==> src/rtl/gpio_rf_pkg.sv <==
package gpio_rf_pkg;

  typedef enum logic [2:0] {
    FN_INPUT  = 3'b000,
    FN_OUTPUT = 3'b001,
    FN_ALT5   = 3'b010,
    FN_ALT4   = 3'b011,
    FN_ALT0   = 3'b100,
    FN_ALT1   = 3'b101,
    FN_ALT2   = 3'b110,
    FN_ALT3   = 3'b111
  } pin_fn_e;

  localparam int FIELD_W      = 3;
  localparam int PINS_PER_SEL = 10;
  localparam int BANK_W       = 32;
  localparam int SEL_SPAN     = FIELD_W * PINS_PER_SEL;

  // word indices (byte offset / 4)
  localparam int SET_WORD0 = 7;
  localparam int CLR_WORD0 = 10;
  localparam int LVL_WORD0 = 13;

  function automatic int sel_word(input int p);
    return p / PINS_PER_SEL;
  endfunction

  function automatic int sel_lsb(input int p);
    return FIELD_W * (p % PINS_PER_SEL);
  endfunction

  function automatic int bank_of(input int p);
    return p / BANK_W;
  endfunction

  function automatic int bit_of(input int p);
    return p % BANK_W;
  endfunction

endpackage

==> src/rtl/gpio_fsel_regs.sv <==
module gpio_fsel_regs
  import gpio_rf_pkg::*;
#(
  parameter int NUM_PINS = 58,
  parameter int IDX_W    = 6
) (
  input  logic                        clk,
  input  logic                        rst_n,
  input  logic                        wr_en,
  input  logic [IDX_W-1:0]            word_idx,
  input  logic [31:0]                 wdata,
  output logic [FIELD_W*NUM_PINS-1:0] func,
  output logic                        fsel_wr_any
);
  localparam int SEL_WORDS = (NUM_PINS + PINS_PER_SEL - 1) / PINS_PER_SEL;

  assign fsel_wr_any = wr_en && (int'(word_idx) < SEL_WORDS);

  for (genvar p = 0; p < NUM_PINS; p++) begin : g_pin
    localparam int W = sel_word(p);
    localparam int L = sel_lsb(p);
    logic hit;
    assign hit = wr_en && (int'(word_idx) == W);
    always_ff @(posedge clk) begin
      if (!rst_n)   func[FIELD_W*p +: FIELD_W] <= FN_INPUT;
      else if (hit) func[FIELD_W*p +: FIELD_W] <= wdata[L +: FIELD_W];
    end
  end

endmodule

==> src/rtl/gpio_out_latch.sv <==
module gpio_out_latch
  import gpio_rf_pkg::*;
#(
  parameter int NUM_PINS = 58,
  parameter int IDX_W    = 6
) (
  input  logic                clk,
  input  logic                rst_n,
  input  logic                wr_en,
  input  logic [IDX_W-1:0]    word_idx,
  input  logic [31:0]         wdata,
  output logic [NUM_PINS-1:0] pin_out,
  output logic                set_wr_any,
  output logic                clr_wr_any
);
  localparam int BANKS = (NUM_PINS + BANK_W - 1) / BANK_W;

  assign set_wr_any = wr_en && (int'(word_idx) >= SET_WORD0) &&
                      (int'(word_idx) < SET_WORD0 + BANKS);
  assign clr_wr_any = wr_en && (int'(word_idx) >= CLR_WORD0) &&
                      (int'(word_idx) < CLR_WORD0 + BANKS);

  for (genvar p = 0; p < NUM_PINS; p++) begin : g_pin
    localparam int B = bank_of(p);
    localparam int K = bit_of(p);
    logic do_set, do_clr;
    assign do_set = wr_en && (int'(word_idx) == SET_WORD0 + B) && wdata[K];
    assign do_clr = wr_en && (int'(word_idx) == CLR_WORD0 + B) && wdata[K];
    always_ff @(posedge clk) begin
      if (!rst_n)      pin_out[p] <= 1'b0;
      else if (do_set) pin_out[p] <= 1'b1;
      else if (do_clr) pin_out[p] <= 1'b0;
    end
  end

endmodule

==> src/rtl/gpio_in_sync.sv <==
module gpio_in_sync #(
  parameter int NUM_PINS = 58
) (
  input  logic                clk,
  input  logic                rst_n,
  input  logic [NUM_PINS-1:0] pin_in,
  output logic [NUM_PINS-1:0] level
);
  logic [NUM_PINS-1:0] stage1;

  always_ff @(posedge clk) begin
    if (!rst_n) begin
      stage1 <= '0;
      level  <= '0;
    end else begin
      stage1 <= pin_in;
      level  <= stage1;
    end
  end

endmodule

==> src/rtl/gpio_regfile.sv <==
module gpio_regfile
  import gpio_rf_pkg::*;
#(
  parameter int NUM_PINS = 58,
  parameter int ADDR_W   = 8
) (
  input  logic                        clk,
  input  logic                        rst_n,
  input  logic                        bus_wr_en,
  input  logic                        bus_rd_en,
  input  logic [ADDR_W-1:0]           bus_addr,
  input  logic [31:0]                 bus_wdata,
  output logic [31:0]                 bus_rdata,
  input  logic [NUM_PINS-1:0]         pin_in,
  output logic [NUM_PINS-1:0]         pin_out,
  output logic [NUM_PINS-1:0]         pin_oe,
  output logic [FIELD_W*NUM_PINS-1:0] pin_func
);
  localparam int IDX_W     = ADDR_W - 2;
  localparam int SEL_WORDS = (NUM_PINS + PINS_PER_SEL - 1) / PINS_PER_SEL;
  localparam int BANKS     = (NUM_PINS + BANK_W - 1) / BANK_W;
  localparam int FPAD_W    = SEL_WORDS * SEL_SPAN;
  localparam int LPAD_W    = BANKS * BANK_W;

  logic [IDX_W-1:0]    word_idx;
  logic [NUM_PINS-1:0] level;
  logic [FPAD_W-1:0]   func_pad;
  logic [LPAD_W-1:0]   lvl_pad;
  logic [31:0]         rd_word;
  logic                fsel_wr_any, set_wr_any, clr_wr_any;

  assign word_idx = bus_addr[ADDR_W-1:2];

  gpio_fsel_regs #(.NUM_PINS(NUM_PINS), .IDX_W(IDX_W)) u_fsel (
    .clk(clk), .rst_n(rst_n), .wr_en(bus_wr_en), .word_idx(word_idx),
    .wdata(bus_wdata), .func(pin_func), .fsel_wr_any(fsel_wr_any)
  );

  gpio_out_latch #(.NUM_PINS(NUM_PINS), .IDX_W(IDX_W)) u_out (
    .clk(clk), .rst_n(rst_n), .wr_en(bus_wr_en), .word_idx(word_idx),
    .wdata(bus_wdata), .pin_out(pin_out),
    .set_wr_any(set_wr_any), .clr_wr_any(clr_wr_any)
  );

  gpio_in_sync #(.NUM_PINS(NUM_PINS)) u_sync (
    .clk(clk), .rst_n(rst_n), .pin_in(pin_in), .level(level)
  );

  for (genvar p = 0; p < NUM_PINS; p++) begin : g_oe
    assign pin_oe[p] = (pin_func[FIELD_W*p +: FIELD_W] == FN_OUTPUT);
  end

  // zero-extend so pins past NUM_PINS read as zero
  assign func_pad = FPAD_W'(pin_func);
  assign lvl_pad  = LPAD_W'(level);

  always_comb begin
    rd_word = '0;
    for (int w = 0; w < SEL_WORDS; w++)
      if (int'(word_idx) == w) rd_word[SEL_SPAN-1:0] = func_pad[w*SEL_SPAN +: SEL_SPAN];
    for (int b = 0; b < BANKS; b++)
      if (int'(word_idx) == LVL_WORD0 + b) rd_word = lvl_pad[b*BANK_W +: BANK_W];
  end

  always_ff @(posedge clk) begin
    if (!rst_n)         bus_rdata <= '0;
    else if (bus_rd_en) bus_rdata <= rd_word;
  end

endmodule

==> config.mk <==
export PLATFORM = sky130hd
export DESIGN_NAME = gpio_regfile
export DESIGN_NICKNAME = d
export VERILOG_FILES = /design/src/rtl/gpio_rf_pkg.sv /design/src/rtl/gpio_fsel_regs.sv /design/src/rtl/gpio_out_latch.sv /design/src/rtl/gpio_in_sync.sv /design/src/rtl/gpio_regfile.sv
export SDC_FILE = /design/constraint.sdc
export NUM_CORES = 1
export LEC_CHECK = 0
export ABC_AREA = 1
export BUFFER_PORTS_ARGS = -buffer_cell sky130_fd_sc_hd__buf_2
export CORE_MARGIN = 5
export CORE_UTILIZATION = 45
export DETAILED_ROUTE_END_ITERATION = 6
export PLACE_DENSITY_LB_ADDON = 0.12
export SYNTH_ARGS = -nofsm -noshare
export SYNTH_HDL_FRONTEND = slang
export SYNTH_SLANG_ARGS = --single-unit
==> constraint.sdc <==
create_clock -name clk -period 2.3 [get_ports clk]
set_clock_uncertainty 0.05 [all_clocks]
set_input_delay 0.46 -clock clk [delete_from_list [all_inputs] [get_ports clk]]
set_output_delay 0.46 -clock clk [all_outputs]
set_load 0.05 [all_outputs]
Word-level counts from Yosys, hierarchy flattened
Index checks and enable logic that the tools add are counted.
{"block": "classes", "n_eq_ne": 69, "mux": 124, "n_reduce_logical": 185}
{"op": "2-to-1 mux 30 bit", "count": 6}
{"op": "== test 3 x 1 -> 1 bit, second input constant", "count": 58}
{"op": "logical AND 1 bit", "count": 126}
{"op": "2-to-1 mux 1 bit", "count": 116}
{"op": "nonzero test 2 bit", "count": 58}
{"op": "2-to-1 mux 32 bit", "count": 2}
{"op": "== test 6 x 5 -> 1 bit, second input constant", "count": 5}
{"op": "== test 6 x 4 -> 1 bit, second input constant", "count": 3}
{"op": "== test 6 x 3 -> 1 bit, second input constant", "count": 2}
{"op": "== test 6 x 2 -> 1 bit, second input constant", "count": 1}
{"op": "logical NOT 6 bit", "count": 1}
{"block": "totals", "ff_bits": 380, "in_bits": 102, "out_inout_bits": 322, "word_cells": 497}

Longest topological paths before layout
{"block": "depth", "ltp_word": 9, "ltp_mapped": 11, "depth_no_buf": 10}

Cells and area by module
From an unflattened synthesis, not the netlist that was laid out.
{"block": "unflattened", "hier_cells": 2362, "hier_area_um2": 16226.8}
{"mod": "gpio_fsel_regs", "instances": 1, "cells_each": 992, "area_each_um2": 6806.5, "seq_area_each_um2": 3483.3}
{"mod": "gpio_regfile", "instances": 1, "cells_each": 663, "area_each_um2": 3529.6, "seq_area_each_um2": 640.6}
{"mod": "gpio_in_sync", "instances": 1, "cells_each": 361, "area_each_um2": 3320.7, "seq_area_each_um2": 2322.2}
{"mod": "gpio_out_latch", "instances": 1, "cells_each": 346, "area_each_um2": 2570.0, "seq_area_each_um2": 1161.1}

Worst setup path after synthesis
Ideal clock, no wire load.
{"block": "synth_timing", "path_kind": "reg-to-output", "startpoint": "reg u_fsel.func[135]", "endpoint": "out pin_oe[45]", "t_arrival_ns": 1.869, "required_time_ns": 1.790, "slack_ns": -0.079, "stages_incl_launch_ff": 2, "n_path_buf": 0, "path_cell_list": "dfxtp_1 nor3b_1"}
{"block": "synth_via", "elab_chain_cells": 1}
{"item": "start, declared", "line": "gpio_fsel_regs.sv:12", "source": "output logic [FIELD_W*NUM_PINS-1:0] func,"}
{"item": "start signal, assigned by index", "line": "gpio_fsel_regs.sv:26", "source": "else if (hit) func[FIELD_W*p +: FIELD_W] <= wdata[L +: FIELD_W];"}
{"item": "== test 3 x 1 -> 1 bit", "line": "gpio_regfile.sv:50", "source": "assign pin_oe[p] = (pin_func[FIELD_W*p +: FIELD_W] == FN_OUTPUT);"}
{"item": "end, declared", "line": "gpio_regfile.sv:16", "source": "output logic [NUM_PINS-1:0] pin_oe,"}
Every way passes these cells.

Final worst setup path
{"block": "layout_timing", "startpoint": "reg u_fsel.func[95]", "endpoint": "out pin_oe[31]"}
The elaborated chain is that of the path after synthesis.

==> results.yml <==
outcome:
  status: "completed"
drt:
  wl_per_cell_um: 20.0
  vias: 14121
  detail-route-antenna-nets: 0
  dr.pass1.iters: 6
  viasPerCell: 5.20
  drt_iter0_drc: 1298
  routed_wirelength_um: 54200
  drcViolationCount: 0
global_route:
  grt_pass1_vias: 12961
  gr-total-overflow: 0
  grt_usage: 0.287
  grt_pass1_wl_um: 79700
  antenna_found_initial: 1
  grt_max_degree: 70
yosys:
  synth_cells: 1891
  syn_area_um2: 14500
  ys_seq_area_frac: 0.525
  synth_seq_cells: 380
  synthesis.nets: 1993
  yosys_warnings: 0
  ys.flop_type: "dfxtp_1"
  synth_edf_count: 0
  synth_top_area_frac: 0.525
  synth.lib_cells_used.distinct: 28
  ys_async_sr_fraction: 0
  syn_area_per_cell_um2: 7.67
  synth_largest_area_cell: "dfxtp_1"
  ys_top_cells_by_area: "dfxtp_1 (52%), a21oi_1 (10%), nand2_1 (9.6%)"
die:
  die_h_um: 189
  design.core.area_um2: 31700
  initial_core_util: 0.457
  die_area_um2: 35900
  rows: 65
  ios: 424
  die_w_um: 189
timing:
  timing.final.max_slew_violations: 0
  fmax_ghz: 0.503
  finalHoldViolCount: 0
  finalCritPeriodShare: 0.864
  period_minus_slack_ns: 1.99
  final-setup-viol-count: 0
  tightest_slew_ns: 0.654
  setup_tns_ns: 0
  rsz0062_at_grt: "false"
  slew_headroom: 0.563
critical_path:
  arrival_ns: 1.48
  cp-end-kind: "primary output"
  path_class: "flip-flop to primary output"
  cp_max_fo: 4
  cp-start-kind: "flip-flop"
  crit_required_ns: 1.79
final_layout:
  final_common_cell: "buf_2"
  fill_cells: 3069
  final_area_um2: 18700
  areaGrowthSynthToFinish_pct: 28.8
  final_nets: 2390
  post-route-util: 0.588
  layout_common_cells: "buf_2 (420), dfxtp_1 (380), nand2_1 (371)"
  diodes: 0
  drive_gt1_frac: 0.265
clock_tree:
  cts_tree: "done"
  cts_buffer_depth: 3
  hold_buffers: 0
  clk_pin_slew_ns: 0.06
  clock_latency_ns: 0.53
  root_buffer: "clkbuf_16"
  numClockSinks: 380
  cts_resized: 0
  cts_setup_buffers: 0
  numCtsBuffers: 39
  cts-htree-levels: 2
place:
  port_buffers: 421
  place_congestion: 0.929
  hpwl_um: 40100
  placed_area_um2: 17400
power:
  irDropWorstVdd_mv: 0.530
  total_power_uw: 13800
  leakage_uw: 0.00965
  powerDensity_nw_per_um2: 742
flow_run:
  drv_cap: 0
worst_hold_path:
  hold_path_class: "input pin to flip-flop"
[report_power, final]
part	switching (µW)	internal (µW)	leakage, µW
Clock	2560	3660	0.000624
Sequential	60.6	6710	0.00309
Combinational	625	224	0.00593
Total	3240	10600	0.00965
[logic make-up after synthesis]
family | after synthesis | share of synthesized area
buf+inv | 327 | 0.0927
simple gates | 613 | 0.185
flops | 380 | 0.525
compound gates | 571 | 0.197
[state kept, by name (all words and copies together) (netlist names)]
signal / count
u_fsel.func: 174
u_sync.stage1: 58
u_out.pin_out: 58
u_sync.level: 58
bus_rdata: 32
[cells in the mapped netlist (4+ instances only)]
cell type,number
buf_4,13
nand3_1,45
nand4_1,8
nor2_1,91
nor2_4,7
nand2_1,371
inv_2,10
inv_1,201
clkbuf_1,53
o21ai_1,48
nor2_2,8
o21ai_0,217
buf_2,44
a21oi_1,304
nor3_1,37
dfxtp_1,380
nor3b_1,36
nand2_2,4
[routing by layer]
layer	track usage	vias up	wire [µm]
met3	0.0702	85	5190
met5	0	-	13
met4	0.0918	2	1860
met1	0.383	6428	22500
li1	-	6931	-
met2	0.461	675	24700
[worst max-delay path, cell delays in order (launching register included)]
cell and delay [ns]:
dfxtp_1 0.42, nor3b_2 0.21, buf_2 0.31
[worst paths after layout]
path	startpoint	endpoint	slack, ns	cells after the start
max	u_fsel.func[95]	pin_oe[31]	0.31	2
min	pin_in[12]	u_sync.stage1[12]	0.06	3
max reg2reg	u_fsel.func[173]	bus_rdata[23]	0.85	5
min reg2reg	u_sync.stage1[31]	u_sync.level[31]	0.36	2
[cell type report]
class	instances	area, µm²	share of cell area
multi-input combinational	1184	5810	0.311
clock inverter	8	65.1	0.00349
inverter	212	797	0.0427
clock buffer	61	1190	0.0638
sequential	380	7610	0.408
timing repair buffer	471	2690	0.144
tap	402	503	0.0269
[per-stage QoR]
stage	worst slack, ns	cells	hold WS (ns)
3_3_place_gp	0.0520	2649	0.348
5_1_grt	0.244	2718	0.0630
4_1_cts	0.301	2718	0.0483
6_report	0.313	2718	0.0591
3_5_place_dp	0.0640	2649	0.346
2_1_floorplan	0.00316	1891	0.340
No activity file was read; power rests on OpenSTA's default activity.
